--- src/rtl/tlb_prot.sv ---
module tlb_prot #(
  parameter int N_ENT   = 16,
  parameter int VA_W    = 32,
  parameter int PA_W    = 32,
  parameter int PG_BITS = 12,
  parameter int LG_BITS = 22
) (
  input  logic                    clk,
  input  logic                    rst_n,
  input  logic                    flush,
  input  logic                    req_valid,
  input  logic [VA_W-1:0]         req_vaddr,
  input  logic                    req_write,
  input  logic                    req_user,
  input  logic                    refill_valid,
  input  logic [VA_W-PG_BITS-1:0] refill_vpn,
  input  logic [PA_W-PG_BITS-1:0] refill_ppn,
  input  logic                    refill_rd,
  input  logic                    refill_wr,
  input  logic                    refill_dirty,
  input  logic                    refill_kern,
  input  logic                    refill_large,
  output logic [PA_W-1:0]         paddr,
  output logic                    hit,
  output logic                    miss,
  output logic                    prot_fault,
  output logic                    dirty_fault,
  output logic                    walk_req,
  output logic [VA_W-PG_BITS-1:0] walk_vpn
);
  localparam int VPN_W = VA_W - PG_BITS;
  localparam int PPN_W = PA_W - PG_BITS;
  localparam int SUB_W = LG_BITS - PG_BITS;
  localparam int IDX_W = $clog2(N_ENT);

  logic [N_ENT-1:0] v_q, r_q, w_q, d_q, k_q, l_q;
  logic [VPN_W-1:0] tag_q [N_ENT];
  logic [PPN_W-1:0] ppn_q [N_ENT];
  logic [IDX_W-1:0] rr_q;

  wire [VPN_W-1:0] vpn = req_vaddr[VA_W-1:PG_BITS];

  logic [N_ENT-1:0] match;
  genvar gi;
  generate
    for (gi = 0; gi < N_ENT; gi++) begin : g_cmp
      wire hi_eq = tag_q[gi][VPN_W-1:SUB_W] == vpn[VPN_W-1:SUB_W];
      wire lo_eq = tag_q[gi][SUB_W-1:0] == vpn[SUB_W-1:0];
      assign match[gi] = v_q[gi] && hi_eq && (l_q[gi] || lo_eq);
    end
  endgenerate

  logic [IDX_W-1:0] sel, free_idx;
  logic             any_match, any_free;
  always_comb begin
    sel = '0;
    any_match = 1'b0;
    free_idx = '0;
    any_free = 1'b0;
    for (int i = N_ENT - 1; i >= 0; i--) begin
      if (match[i]) begin
        sel = IDX_W'(i);
        any_match = 1'b1;
      end
      if (!v_q[i]) begin
        free_idx = IDX_W'(i);
        any_free = 1'b1;
      end
    end
  end

  wire [PPN_W-1:0] hit_ppn = ppn_q[sel];
  wire [PA_W-1:0] pa_small = {hit_ppn, req_vaddr[PG_BITS-1:0]};
  wire [PA_W-1:0] pa_large = {hit_ppn[PPN_W-1:SUB_W], req_vaddr[LG_BITS-1:0]};

  wire perm_bad = req_write ? !w_q[sel] : !r_q[sel];
  wire priv_bad = req_user && k_q[sel];

  assign hit         = req_valid && any_match;
  assign miss        = req_valid && !any_match;
  assign paddr       = hit ? (l_q[sel] ? pa_large : pa_small) : '0;
  assign prot_fault  = hit && (perm_bad || priv_bad);
  assign dirty_fault = hit && req_write && !(perm_bad || priv_bad) && !d_q[sel];
  assign walk_req    = miss;
  assign walk_vpn    = miss ? vpn : '0;

  wire             take = refill_valid && !flush;
  wire [IDX_W-1:0] tgt  = any_free ? free_idx : rr_q;

  always_ff @(posedge clk) begin
    if (!rst_n) begin
      v_q  <= '0;
      rr_q <= '0;
    end else if (flush) begin
      v_q <= '0;
    end else if (take) begin
      v_q[tgt] <= 1'b1;
      rr_q <= (rr_q == IDX_W'(N_ENT - 1)) ? '0 : rr_q + 1'b1;
    end
  end

  always_ff @(posedge clk) begin
    if (take) begin
      tag_q[tgt] <= refill_vpn;
      ppn_q[tgt] <= refill_ppn;
      r_q[tgt]   <= refill_rd;
      w_q[tgt]   <= refill_wr;
      d_q[tgt]   <= refill_dirty;
      k_q[tgt]   <= refill_kern;
      l_q[tgt]   <= refill_large;
    end
  end
endmodule


--- config.mk ---
export PLATFORM = sky130hd
export DESIGN_NAME = tlb_prot
export DESIGN_NICKNAME = d
export VERILOG_FILES = /design/src/rtl/tlb_prot.sv
export SDC_FILE = /design/constraint.sdc
export NUM_CORES = 1
export LEC_CHECK = 0
export BUFFER_PORTS_ARGS = -buffer_cell sky130_fd_sc_hd__buf_2
export CORE_MARGIN = 4
export CORE_UTILIZATION = 55
export DETAILED_ROUTE_END_ITERATION = 10
export PLACE_DENSITY = 0.77
export SLEW_MARGIN = 0
export SYNTH_ARGS = -nofsm -noshare
export SYNTH_HDL_FRONTEND = slang
export SYNTH_SLANG_ARGS = --single-unit
--- constraint.sdc ---
create_clock -name clk -period 4.09 [get_ports clk]
set_input_delay 0.409 -clock clk [delete_from_list [all_inputs] [get_ports clk]]
set_output_delay 0.409 -clock clk [all_outputs]
set_load 0.02 [all_outputs]
# Yosys cells after proc, flatten, opt, wreduce, memory -nomap -nowiden
# Memory sizes are Yosys's and may differ from the RTL's.
# Cells that the tools add are included.
[word_totals]
mem_count = 2
input_bits = 84
out_inout_bits = 57
reg_bits = 100
mem_bits_rw = 640
word_cells = 204
[classes]
magnitude_cmp = 3
reduce_logical = 66
muxes = 89
n_addsub = 1
bitwise = 3
eq_ne = 33
[memory_table]
columns = ["name", "depth", "word_bits", "rd", "rd_ports_with_merged_regs", "wr", "line_no", "source"]
rows = [
  ["ppn_q", 16, 20, 1, 0, 1, "38", "logic [PPN_W-1:0] ppn_q [N_ENT];"],
  ["tag_q", 16, 20, 16, 0, 1, "37", "logic [VPN_W-1:0] tag_q [N_ENT];"],
]
[ops]
columns = ["operator", "n"]
rows = [
  ["10-bit equality test", 32],
  ["4-bit two-way mux", 34],
  ["16-bit bitwise mux", 5],
  ["1-bit logical AND", 41],
  ["1-bit two-way mux", 41],
  ["32-bit two-way mux", 1],
  ["22-bit two-way mux", 1],
  ["1-bit binary-select mux with 4-bit select", 5],
  ["20-bit two-way mux", 1],
  ["1-bit logical OR", 17],
  ["16-bit OR", 1],
  ["4-bit by 5-bit < comparator with 1-bit output (second input constant)", 2],
  ["1-bit zero test", 6],
  ["4-bit by 1-bit adder with 4-bit output (second input constant)", 1],
  ["1-bit demux with 4-bit select", 1],
  ["4-bit equality test (second input constant)", 1],
  ["4-bit by 1-bit >= comparator with 1-bit output (second input constant)", 1],
  ["1-bit inverter", 2],
  ["2-bit AND reduction", 1],
  ["2-bit OR reduction", 1],
]

# Logic depth before layout (Yosys ltp)
[logic_depth]
word_depth = 27
ltp_mapped = 17
ltp_nobuf = 12

# Worst setup path after synthesis
# No wires, ideal clock.
[synth_path]
path_type = "input -> output"
start = "in req_vaddr[28]"
end = "out paddr[29]"
t_required_ps = 3681
arrival_ps = 3804
path_buffers = 5
cell_stages = 16
slack_ps = -123
path_cell_list = "buf_2 buf_2 xnor2_1 nand4_1 or3_1 o22ai_1 a21oi_1 o21ai_1 a21o_1 buf_2 buf_2 buf_2 nand2_1 a31oi_1 nand2_1 a211oi_1"
[synth_via]
elab_chain_len = 21
elab_cells_between_ends = 83
classes_between = "eq/ne: 16; mux: 33; reduce/logical: 33; memory: 1"
[synth_rtl]
columns = ["element", "line_no", "source"]
rows = [
  ["start: declaration", "12", "input logic [VA_W-1:0] req_vaddr,"],
  ["10-bit equality test", "47", "wire hi_eq = tag_q[gi][VPN_W-1:SUB_W] == vpn[VPN_W-1:SUB_W];"],
  ["1-bit logical AND (2 in series)", "49", "assign match[gi] = v_q[gi] && hi_eq && (l_q[gi] || lo_eq);"],
  ["4-bit two-way mux or 1-bit two-way mux (tied branches) (16 in series)", "61", "if (match[i]) begin"],
  ["memory read 16 x 20 bit or 1-bit logical AND (tied branches)", "--", ""],
  ["32-bit two-way mux (*)", "81", "assign paddr = hit ? (l_q[sel] ? pa_large : pa_small) : '0;"],
  ["end: declaration", "23", "output logic [PA_W-1:0] paddr,"],
]
# Mark *: on every way between the ends. The rest lies on a longest branch, timed or not.

==> qor.csv <==
stage,metric,value,unit
run_status,outcome,"finished, violations left",
run_status,violations,setup timing,
clock_network,cts_tree,done,
setup_path,endpoint_kind,output port,
synthesis,yosys_warnings,0,
synthesis,synth.largest_area_cell,edfxtp_1,
synthesis,synth_compound_area_share,4.99,%
hold_path,min_from,rst_n,
die,core-area,55600,sq um
timing,worst_slack,-900,ps
synthesis,synth_mux_area_share,4.79,%
hold_path,hold_class,in -> reg,
clock_network,cts_buffers,74,
global_route,overflow,0,
timing,fmax,200,MHz
timing,drv_slew,0,
setup_path,rr_startpoint,v_q[13],
timing,hold_violations,0,
clock_network,cts_hold_buf,0,
clock_network,clock_path_buffers,3,
synthesis,synth.avg_cell_area,15.4,sq um
synthesis,ys_seq_area_share,70.7,%
place,hpwl,51300,microns
timing,worst_slew_pin_slew,803,ps
die,rows,86,
pwr,power_density,399,nW/um^2
setup_path,r2r_end,ppn_q[13][3],
timing,rsz0062_at_grt,true,
synthesis,synth_edf_count,720,
route,viasPerCell,6.13,
place,port_buffers,140,
finish,filler_cell_count,3397,
flow_run,max_cap_viol_count,0,
finish,fin_area,39000,sq um
finish,nets,2554,
finish,multi_input_area,9450,sq um
timing,finalSetupViolCount,49,
place,gp_congestion,0.942,
route,drc,0,
die,die_area,60500,sq um
setup_path,reg2reg_slack,800,ps
global_route,grt_pass1_vias,19800,
setup_path,r2r_cells,12,
die,die_h,246,microns
timing,finalCriticalPeriod,4990,ps
global_route,grt_antenna_before_repair,3,
synthesis,ys_top_cells_by_area,"edfxtp_1 69%, xnor2_1 5.5%, mux2i_1 4.4%, xor2_1 3.5%, nand2_1 1.5%",
synthesis,synth_nets,2110,
synthesis,synth-main-ff-cell,edfxtp_1,
setup_path,cp-start-kind,register,
route,postRouteAntennaNets,0,
global_route,grt_pass1_wl,123000,microns
timing,relSlewSlack,46.5,%
finish,drive_gt1_share,29.3,%
pwr,p_leak,13.3,nW
timing,finClkSkew,29.7,ps
synthesis,synthArstFlopShare,0,%
finish,areaGrowthSynthToFinish,25.2,%
synthesis,syn_inst,2025,
place,dpl-instance-area,35000,sq um
route,wl,85400,microns
synthesis,ys_types,70,
timing,min_period_over_period,122,%
hold_path,worstHoldPathCells,2,
setup_path,critical_path_class,reg -> out,
synthesis,synthesis.area,31200,sq um
global_route,grt_usage,27.3,%
clock_network,clock_latency,610,ps
synthesis,synth_most_common_cell,edfxtp_1,
synthesis,synth_commonest_cells,"720 x edfxtp_1, 197 x xnor2_1, 138 x mux2i_1",
synthesis,synth_top_family_by_area,XOR/XNOR gates,
synthesis,synthSimpleGateAreaFrac,8.45,%
clock_network,htreeDepth,3,
synthesis,synth-seq-cells,740,
finish,fin_util,70.1,%
setup_path,critPathMaxFanout,6,
synthesis,synth_top_area_share,69.4,%
synthesis,synthAdderAreaFrac,0.0402,%
clock_network,clockRootBuffer,clkbuf_16,
die,die_x,246,microns
global_route,grt_max_degree,47,
route,vias,20000,
clock_network,clk_pin_slew,60,ps
finish,register_area,22000,sq um
clock_network,clkSinkCount,740,
die,io_pins,141,
route,drtIter0Drc,2361,
route,post_drt_wl_per_cell,26.1,microns
route,firstDrtPassIters,6,
pwr,totalPowerFinal,15.6,mW
synthesis,synth_xor_area_share,9.02,%
hold_path,whs_endpoint,rr_q[2],
setup_path,worst_ep_required_time,3680,ps
setup_path,cp.arrival,4580,ps
die,start_util,56.0,%
pwr,peakVddDrop,0.281,mV
## through the flow
| step | setup TNS [ps] | setup slack [ps] | std cells | hold slack [ps] |
|---|---|---|---|---|
| final | -20510 | -900 | 3267 | 58.2 |
| after global routing | -26620 | -1000 | 3266 | 64.8 |
| after CTS | -17500 | -857 | 3238 | 36.0 |
| after detailed placement | -25860 | -996 | 3096 | 517 |
| after global placement | -20070 | -840 | 3096 | 507 |
| after floorplan | -278 | -25.5 | 2025 | 479 |
## report_power, final
group	switching, mW	leakage [nW]	internal [mW]
logic	0.450	5.56	0.298
clock network	2.68	1.12	3.80
registers	0.0107	6.65	8.34
total	3.14	13.3	12.4
## state kept, by name, summed over array words and instances (netlist names)
register / count
d_q: 16
k_q: 16
l_q: 16
ppn_q: 320
r_q: 16
rr_q: 4
tag_q: 320
v_q: 16
w_q: 16
## metal layers
layer | global-route usage [%] | wire length (microns) | vias up
met5 | 0 | 29 | -
met4 | 9.21 | 2690 | 4
met3 | 4.87 | 8350 | 186
met2 | 45.0 | 41700 | 1193
met1 | 37.1 | 32600 | 10000
li1 | - | - | 8633
## critical path: stages, from the launching register on
cell       delay, ps
edfxtp_1         390
xor2_1           160
nor4_2           370
buf_4            190
a41oi_4          120
or4_4            560
a311oi_2         260
o21ai_2          140
buf_6            150
a21oi_4          150
buf_12           150
buf_12           150
buf_8            150
clkbuf_16        160
mux2i_1          190
a22o_1           180
a21oi_2           60
a311oi_4         280
buf_6            150
## cell usage in the layout (no fill, tap or decap), types with 10 or more instances in the layout
master     Yosys  layout
edfxtp_1     720     720
buf_4         16     253
xnor2_1      197     197
mux2i_1      138     129
nand2_1      124     119
xor2_1       124     119
buf_2         37      98
clkbuf_16      0      83
nand4_1       73      73
nand3_1       58      54
buf_6         14      52
buf_12         1      49
nor4_1        58      45
nor2_1        55      43
a22oi_1       42      29
a21oi_1       36      28
and2_1        48      27
o21a_1        23      23
clkbuf_1      27      22
and2_4         0      21
dfxtp_1       20      20
nor3_1        16      15
a211oi_2       0      14
nor2_4         1      13
a22oi_2        0      13
o21ai_0       13      11
or3_1         11      11
and3_1        17      10
## worst max-delay path by stage
stage,startpoint,end,cells past startpoint
floorplan,req_vaddr[13],paddr[12],14
global placement,req_vaddr[16],paddr[26],17
detailed placement,req_vaddr[16],paddr[26],17
CTS,tag_q[6][5],dirty_fault,16
global route,tag_q[6][4],paddr[26],18
finish,tag_q[6][4],dirty_fault,18
## final cells by class
cell class	count	share of cell area (%)
well taps	748	2.40
inverters	9	0.0930
diodes	1	0.00641
clock buffers	101	5.25
multi-input cells	1178	24.2
flip-flops and latches	740	56.4
repair buffers	466	11.0
clock inverters	24	0.629
## cell families after synthesis
| logic type | count (synthesis) |
|---|---|
| simple gates | 496 |
| buf+inv | 108 |
| flops | 740 |
| xor+xnor | 321 |
| fa+ha+maj | 1 |
| mux | 145 |
| compound gates | 214 |
## what timing repair did
action / CTS / global route
setup endpoints to repair: 57 / 57
gates cloned: 6 / 8
pin swaps: 51 / 54
setup buffers: 14 / 23
resized for setup: 147 / 118
(Power assumes the default switching activity.)
